<file path="config.mk">
export PLATFORM = sky130hd
export DESIGN_NAME = loop_seq
export DESIGN_NICKNAME = d
export VERILOG_FILES = /design/src/rtl/loop_seq_pkg.sv /design/src/rtl/loop_seq_ctrl.sv /design/src/rtl/loop_seq_dp.sv /design/src/rtl/loop_seq.sv
export SDC_FILE = /design/constraint.sdc
export NUM_CORES = 1
export LEC_CHECK = 0
export ABC_AREA = 1
export BUFFER_PORTS_ARGS = -buffer_cell sky130_fd_sc_hd__buf_2
export CORE_MARGIN = 3
export CORE_UTILIZATION = 60
export CTS_CLUSTER_DIAMETER = 80
export DETAILED_ROUTE_END_ITERATION = 12
export HOLD_SLACK_MARGIN = 0.06
export PLACE_DENSITY = 0.86
export SLEW_MARGIN = 20
export SYNTH_ARGS = -nofsm -noshare
export SYNTH_HDL_FRONTEND = slang
export SYNTH_SLANG_ARGS = --single-unit
</file>
<file path="constraint.sdc">
create_clock -name clk -period 5.3 [get_ports clk]
set_input_delay 1.06 -clock clk [delete_from_list [all_inputs] [get_ports clk]]
set_output_delay 1.06 -clock clk [all_outputs]
set_load 0.05 [all_outputs]
</file>
<file path="src/rtl/loop_seq_pkg.sv">
package loop_seq_pkg;
  localparam int CNT_W = 9;
  localparam logic [CNT_W-1:0] ENDLESS = '1;

  // strobes from control to datapath, at most one per cycle
  typedef struct packed {
    logic loadEarly;
    logic loadLate;
    logic wrap;
    logic clear;
  } loopStrobe_t;
endpackage

</file>
<file path="src/rtl/loop_seq_ctrl.sv">
module loop_seq_ctrl
  import loop_seq_pkg::*;
(
  input  logic        clk,
  input  logic        rstN,
  input  logic        earlyValid,
  input  logic        earlyZero,
  input  logic        lateValid,
  input  logic        lateZero,
  input  logic        flush,
  input  logic        atEnd,
  input  logic        morePasses,
  output loopStrobe_t strobe,
  output logic        active
);

  always_comb begin
    strobe = '0;
    if (flush) begin
      strobe.clear = 1'b1;
    end else if (lateValid) begin
      if (lateZero) strobe.clear    = 1'b1;
      else          strobe.loadLate = 1'b1;
    end else if (earlyValid) begin
      if (earlyZero) strobe.clear     = 1'b1;
      else           strobe.loadEarly = 1'b1;
    end else if (active && atEnd) begin
      if (morePasses) strobe.wrap  = 1'b1;
      else            strobe.clear = 1'b1;
    end
  end

  always_ff @(posedge clk or negedge rstN) begin
    if (!rstN)                                 active <= 1'b0;
    else if (strobe.loadEarly || strobe.loadLate) active <= 1'b1;
    else if (strobe.clear)                     active <= 1'b0;
  end

  // a flush always leaves the sequencer idle
  p_flush_cancels_r8: assert property (@(posedge clk) disable iff (!rstN)
    flush |=> !active);

  // a degenerate command never arms a loop
  p_zero_idle_r7: assert property (@(posedge clk) disable iff (!rstN)
    (lateValid && lateZero) |=> !active);

  // late command takes precedence over a same-cycle early one
  p_late_wins_r10: assert property (@(posedge clk) disable iff (!rstN)
    (!flush && lateValid && earlyValid) |-> !strobe.loadEarly);

  p_one_strobe_r9: assert property (@(posedge clk) disable iff (!rstN)
    $onehot0(strobe));

endmodule

</file>
<file path="src/rtl/loop_seq_dp.sv">
module loop_seq_dp
  import loop_seq_pkg::*;
#(
  parameter int ADDR_W     = 16,
  parameter int LATE_DEPTH = 2
)(
  input  logic              clk,
  input  logic              rstN,
  input  loopStrobe_t       strobe,
  input  logic              active,
  input  logic [ADDR_W-1:0] fetchPc,
  input  logic [CNT_W-1:0]  earlyCount,
  input  logic [CNT_W-1:0]  earlyLen,
  input  logic [CNT_W-1:0]  lateCount,
  input  logic [CNT_W-1:0]  lateLen,
  input  logic [ADDR_W-1:0] latePc,
  output logic              atEnd,
  output logic              morePasses,
  output logic [ADDR_W-1:0] loopStart,
  output logic [CNT_W-1:0]  passesLeft,
  output logic [CNT_W-1:0]  blockPos
);

  localparam logic [ADDR_W-1:0] EARLY_OFS = ADDR_W'(2);
  localparam logic [ADDR_W-1:0] LATE_OFS  = ADDR_W'(LATE_DEPTH + 1);

  logic [ADDR_W-1:0] loopEnd;
  logic [CNT_W-1:0]  passes;
  logic              endless;
  logic [ADDR_W-1:0] offs;
  logic [ADDR_W-1:0] span;

  always_ff @(posedge clk or negedge rstN) begin
    if (!rstN) begin
      loopStart <= '0;
      loopEnd   <= '0;
      passes    <= '0;
      endless   <= 1'b0;
    end else if (strobe.loadLate) begin
      loopStart <= latePc + LATE_OFS;
      loopEnd   <= latePc + LATE_OFS + ADDR_W'(lateLen) - ADDR_W'(1);
      passes    <= lateCount;
      endless   <= (lateCount == ENDLESS);
    end else if (strobe.loadEarly) begin
      loopStart <= fetchPc + EARLY_OFS;
      loopEnd   <= fetchPc + EARLY_OFS + ADDR_W'(earlyLen) - ADDR_W'(1);
      passes    <= earlyCount;
      endless   <= 1'b0;
    end else if (strobe.wrap && !endless) begin
      passes <= passes - CNT_W'(1);
    end
  end

  assign atEnd      = (fetchPc == loopEnd);
  assign morePasses = endless || (passes > CNT_W'(1));
  assign passesLeft = active ? passes : '0;

  assign offs     = fetchPc - loopStart;
  assign span     = loopEnd - loopStart;
  assign blockPos = (active && offs <= span) ? offs[CNT_W-1:0] : '0;

  // every finite wrap consumes exactly one pass
  p_wrap_decrements_r11: assert property (@(posedge clk) disable iff (!rstN)
    (strobe.wrap && !endless) |=> passes == $past(passes) - CNT_W'(1));

  // an endless loop keeps its marker count across wraps
  p_endless_holds_r5: assert property (@(posedge clk) disable iff (!rstN)
    (strobe.wrap && endless) |=> (endless && passes == ENDLESS));

endmodule

</file>
<file path="src/rtl/loop_seq.sv">
module loop_seq
  import loop_seq_pkg::*;
#(
  parameter int ADDR_W     = 16,
  parameter int LATE_DEPTH = 2
)(
  input  logic              clk,
  input  logic              rstN,
  input  logic [ADDR_W-1:0] fetchPc,
  input  logic              earlyValid,
  input  logic [8:0]        earlyCount,
  input  logic [8:0]        earlyLen,
  input  logic              lateValid,
  input  logic [8:0]        lateCount,
  input  logic [8:0]        lateLen,
  input  logic [ADDR_W-1:0] latePc,
  input  logic              flush,
  output logic              pcOvrValid,
  output logic [ADDR_W-1:0] pcOvrAddr,
  output logic              loopActive,
  output logic [8:0]        passesLeft,
  output logic [8:0]        blockPos
);

  loopStrobe_t strobe;
  logic        active;
  logic        atEnd;
  logic        morePasses;
  logic        earlyZero;
  logic        lateZero;

  assign earlyZero = (earlyCount == '0) || (earlyLen == '0);
  assign lateZero  = (lateCount == '0)  || (lateLen == '0);

  loop_seq_ctrl uCtrl (
    .clk        (clk),
    .rstN       (rstN),
    .earlyValid (earlyValid),
    .earlyZero  (earlyZero),
    .lateValid  (lateValid),
    .lateZero   (lateZero),
    .flush      (flush),
    .atEnd      (atEnd),
    .morePasses (morePasses),
    .strobe     (strobe),
    .active     (active)
  );

  loop_seq_dp #(.ADDR_W(ADDR_W), .LATE_DEPTH(LATE_DEPTH)) uDp (
    .clk        (clk),
    .rstN       (rstN),
    .strobe     (strobe),
    .active     (active),
    .fetchPc    (fetchPc),
    .earlyCount (earlyCount),
    .earlyLen   (earlyLen),
    .lateCount  (lateCount),
    .lateLen    (lateLen),
    .latePc     (latePc),
    .atEnd      (atEnd),
    .morePasses (morePasses),
    .loopStart  (pcOvrAddr),
    .passesLeft (passesLeft),
    .blockPos   (blockPos)
  );

  assign pcOvrValid = strobe.wrap;
  assign loopActive = active;

  // an override is only ever requested by an armed loop at its last address
  p_ovr_needs_loop_r3: assert property (@(posedge clk) disable iff (!rstN)
    pcOvrValid |-> loopActive);

  // the wrap never lets the loop fall idle
  p_ovr_keeps_active_r3: assert property (@(posedge clk) disable iff (!rstN)
    pcOvrValid |=> loopActive);

endmodule

</file>
---- Yosys cells after proc, flatten, opt, wreduce, memory -nomap -nowiden ----
Index checks and enable logic that the tools add are counted.
operators by class
  add/subtract/negate cells ............... 9
  multipliers ............................. 0
  div/mod/pow operators ................... 0
  $lt $le $gt $ge ......................... 2
  equality and inequality tests ........... 2
  shifts and indexed selects .............. 0
  mux-type cells .......................... 29
  bitwise logic cells ..................... 0
  reduce and logical (&&, ||, !) cells .... 15
operators with widths
  cell                                                           number
  two-way mux 16 bit                                             4
  two-way mux 9 bit                                              5
  zero test 9 bit                                                4
  adder 16 x 2 -> 16 bit, second input constant                  2
  adder 16 x 9 -> 16 bit                                         2
  subtractor 16 x 1 -> 16 bit, second input constant             2
  subtractor 16 bit                                              2
  two-way mux 1 bit                                              18
  equality test 16 bit                                           1
  <= comparator 16 bit                                           1
  equality test 9 bit, second input constant                     1
  greater-than comparator 9 x 1 -> 1 bit, second input constant  1
  subtractor 9 x 1 -> 9 bit, second input constant               1
  logical OR 1 bit                                               4
  nonzero test 2 bit                                             2
  logical AND 1 bit                                              3
  two-way mux 3 bit                                              1
  nonzero test 3 bit                                             1
  two-way mux 2 bit                                              1
  zero test 1 bit                                                1
word-level totals
  register bits after elaboration ......... 43
  bits in latches ......................... 0
  bits in writable memories ............... 0
  memory bits (read-only) ................. 0
  input bits .............................. 73
  output and inout bits ................... 36
  logic and storage cells ................. 62
  memories kept ........................... 0

---- Longest topological paths before layout ----
  depth after elaboration ................. 11
  gate-level depth with buffers ........... 22

---- Hierarchy ----
From an unflattened synthesis, not the netlist that was laid out.
unflattened totals
  cells, all modules ...................... 1,087
  area, all modules ....................... 6,980.4 µm²
by module, submodules not included
  module         instances  cells an instance  area an instance (µm²)  seq. area each (µm²)
  loop_seq_dp    1          1,040              6,716.4                 1,051.0
  loop_seq       1          30                 150.1                   0.0
  loop_seq_ctrl  1          17                 113.9                   25.0

---- Worst setup path before layout ----
Ideal clock, no wire load.
  kind .................................... in2out
  start point ............................. in fetchPc[0]
  end point ............................... out blockPos[0]
  arrival ................................. 3.962 ns
  data required time ...................... 4.240 ns
  setup slack ............................. 0.278 ns
  stages on the path ...................... 19
  buffers on the path ..................... 0
  cell sequence ........................... inv_1 > ha_1 > fa_1 > o21ai_1 > nand2_1 > nand3_1 > nand2_1 > nand2_1 > a21oi_1 > xor2_1 > ha_1 > nand2_1 > inv_1 > nand3_1 > nor2_1 > nand3_1 > nand2_1 > nand2_1 > nor2_1
between the ends
  word-level cells in the longest chain between the ends .. 4
ends and longest elaborated chain
  item                   RTL line           source
  start: declaration     loop_seq.sv:9      input logic [ADDR_W-1:0] fetchPc,
  subtractor 16 bit (*)  loop_seq_dp.sv:58  assign offs = fetchPc - loopStart;
  <= comparator 16 bit   loop_seq_dp.sv:60  assign blockPos = (active && offs <= span) ? offs[CNT_W-1:0] : '0;
  logical AND 1 bit      loop_seq_dp.sv:60
  two-way mux 9 bit (*)  loop_seq_dp.sv:60
  end: declaration       loop_seq.sv:22     output logic [8:0] blockPos
Every way passes the cells marked *; elsewhere a longest branch is shown, timed or not.

---- Worst setup path in the final report ----
  start point ............................. in fetchPc[0]
  end point ............................... out blockPos[1]
The elaborated chain is that of the path after synthesis.

==> run summary <==
count of endpoints failing setup in the final report: 0
setup repair after global routing missed its margin: yes
number of violations of the max-capacitance limit: 0
CTS tree: done
worst clock skew: 0.00585 ns
placeable core region: 11700 um2
post-synthesis instance area: 7290 um2
Final Power: 2.74 mW
Max Fanout on Critical Path: 9
number of standard cells in the layout, taps in and fillers out: 1413
DP Wirelength: 17200 um
maximum buffer depth of the clock tree: 2
Avg Inst Size Synth: 6.24 um2
number of sinks driven by the clock tree: 43
number of inserted filler cells in the final layout: 1083
die width: 116 um
Reg2Reg Capture Point: uDp.passes[6]
arrival time of data at the critical path endpoint: 3.99 ns
Slowest Stage Delay on Critical Path: 0.42 ns
share of post-route cells with drive strength above 1: 12.3%
startpoint kind of the worst setup timing path: primary input
slew at the pin with the worst max-slew slack: 0.771 ns
Worst Path Required: 4.24 ns
power density cells: 336 nW/um2
port bufs: 108
Cell variety after synth: 46
number of global-route vias before repair: 7254
outcome: finished clean
final routed wire length divided by cell count: 14.7 um
Pre-antenna DRT Iters: 5
cell depth of the worst flop-to-flop path: 9
number of synthesized flops with an enable pin: 0
Final Max Slew Viols: 0
global-route wire length before repair: 33500 um
instance count of the mapped netlist: 1168
cell types with the largest area share after synthesis: ha_1 (16%), nand2_1 (16%), dfrtp_1 (15%)
antenna-violating nets left: 0
vias after detailed routing: 7840
final-layout worst hold slack: 0.556 ns
WHS Path Cells: 2
pin count of the biggest net entering global routing: 44
cell with the most instances on the worst path: nand2_1
Area growth syn-to-layout: 11.6%
number of buffers inserted to repair setup after CTS: 0
WL final: 20800 um
global routing usage summed across all routing layers: 31.0%
Synth Flop Type: dfrtp_1
net count reported at finish: 1442
clock period minus worst slack: 5.05 ns
Max Clock Freq: 0.198 GHz
Hold Crit Start: uDp.loopStart[4]
slack of the worst reg-to-reg path: 3.21 ns
clk root buf: clkbuf_16
antenna violations before repair: 0
worst slew slack as a fraction of its limit: 48.5%
count of pins on the block boundary: 109
die extent in y: 116 um
syn nets: 1341
setup slack at placement: 0.137 ns
number of remaining DRC errors: 0
worst skew pair latency: 0.29 ns
nature of the critical path endpoint: primary output
routed via count divided by cell count: 5.55
Yosys top cell by area: ha_1
top cell types by occurrence after synthesis: nand2_1 (303), inv_1 (213), nor2_1 (105)
P_leak: 4.64 nW
Placed Cells incl. Taps: 1405
clock input transition at the sequential cells of the worst setup and hold paths: 0.06 ns
FF+latch count, synth: 43
Final GP Congestion: 0.996
endpoints failing hold: 0
worst IR drop on VDD: 0.148 mV
die area: 13500 um2
final setup slack of the worst path: 0.250 ns
overflow left after global routing: 0
hold path endpoint: uDp.loopStart[4]
most repeated cell in the gate-level netlist after synthesis: nand2_1
DRC violation total after the first TritonRoute iteration: 628
number of buffers inserted during clock tree synthesis: 5
top cell type's share of synthesized area: 16.5%
part of the Yosys area used for sequential elements: 14.8%
htree depth: 2
Non-Filler Cell Area, Final: 8130 um2
worst-path cell with the longest stage delay: fa_1
share of the clock period used by the worst path after layout: 95.3%
dpl cell area: 7930 um2
Critical Path, Cell by Cell: buf_2 -> inv_1 -> ha_1 -> fa_1 -> o21ai_2 -> buf_4 -> a21oi_1 -> o21ai_0 -> xor2_1 -> inv_1 -> ha_1 -> nand2_1 -> nor2_1 -> nand2_1 -> o211ai_1 -> nand2_1 -> nand2_1 -> nand2_1 -> nand2_2 -> nor2_1 -> buf_6
initial standard-cell utilization of the core: 62.5%
type of the most critical hold path: flip-flop to flip-flop
row cnt: 39
Crit Reg-Reg Startpoint: uCtrl.active
Async S/R FF share, synth: 100%
n_diodes: 0
yosys synthesis warning count: 0
category of the most critical setup path: primary input to primary output
==> worst max-delay path by stage <==
stage	from	end	slack, ns	depth (start not counted)
floorplan	fetchPc[0]	blockPos[0]	0.28	19
global placement	fetchPc[0]	blockPos[0]	0.20	21
detailed placement	fetchPc[0]	blockPos[1]	0.14	22
CTS	fetchPc[0]	blockPos[1]	0.14	22
global route	fetchPc[0]	blockPos[0]	-0.05	21
finish	fetchPc[0]	blockPos[1]	0.25	21
==> placed cells by master (no fill, tap or decap), types with 15 or more instances in the layout <==
cell type / n
a21oi_1: 61
buf_2: 98
dfrtp_1: 43
ha_1: 96
inv_1: 213
nand2_1: 302
nand3_1: 75
nand4_1: 20
nor2_1: 105
nor3_1: 15
o21ai_0: 39
xnor2_1: 25
xor2_1: 49
==> flip-flops by register name (all words and copies together) (netlist names) <==
name and flops:
uDp.loopEnd 16, uDp.loopStart 16, uCtrl.active 1, uDp.endless 1, uDp.passes 9
==> layer usage <==
metal	share of wire [%]	GRT usage, %	routed length (um)	vias up
met5	0	0	0	-
met4	2.9	10.1	603	0
met3	7.3	4.87	1520	40
met2	46	51.9	9640	294
met1	43	40.9	9030	3543
li1	-	-	-	3963
==> area by class of cell <==
cell class                 instances  area (um2)  share of cell area (%)
tap                              143         179                    2.20
clock buffer                       6         129                    1.58
sequential                        43        1080                    13.2
inverter                         220         828                    10.2
multi-input combinational        888        5290                    65.0
timing repair buffer             111         622                    7.65
clock inverter                     2        12.5                   0.154
==> where the power goes <==
part / internal [mW] / switching, mW
logic: 0.706 / 1.22
clock network: 0.174 / 0.136
registers: 0.400 / 0.0993
total: 1.28 / 1.46
==> cell families after synthesis <==
family / count (synthesis) / synth area share (%)
compound gates: 164 / 13.2
buf+inv: 237 / 12.8
fa+ha+maj: 100 / 17.6
simple gates: 549 / 32.5
xor+xnor: 75 / 9.12
flops: 43 / 14.8
==> stage by stage <==
stage / setup TNS, ns / util [%]
after floorplan: 0 / -
after global placement: 0 / 68.0
after detailed placement: 0 / 68.0
after CTS: 0 / 69.2
after global routing: -0.220 / 69.7
final: 0 / 69.7
==> critical path: cells and delay by family <==
family                     cells  cell delay (ns)
adders and majority gates      3             0.93
xor gates and xnor gates       1             0.24
buffers and inverters          5             0.57
and+or+nand+nor                8             0.68
AOI/OAI and AO/OA              4             0.51
==> timing repair <==
item	CTS	global route
hold buffers	0	0
setup endpoints to repair	0	9
gates resized for setup	0	29
Note: power is estimated with default switching activity, not from simulation.
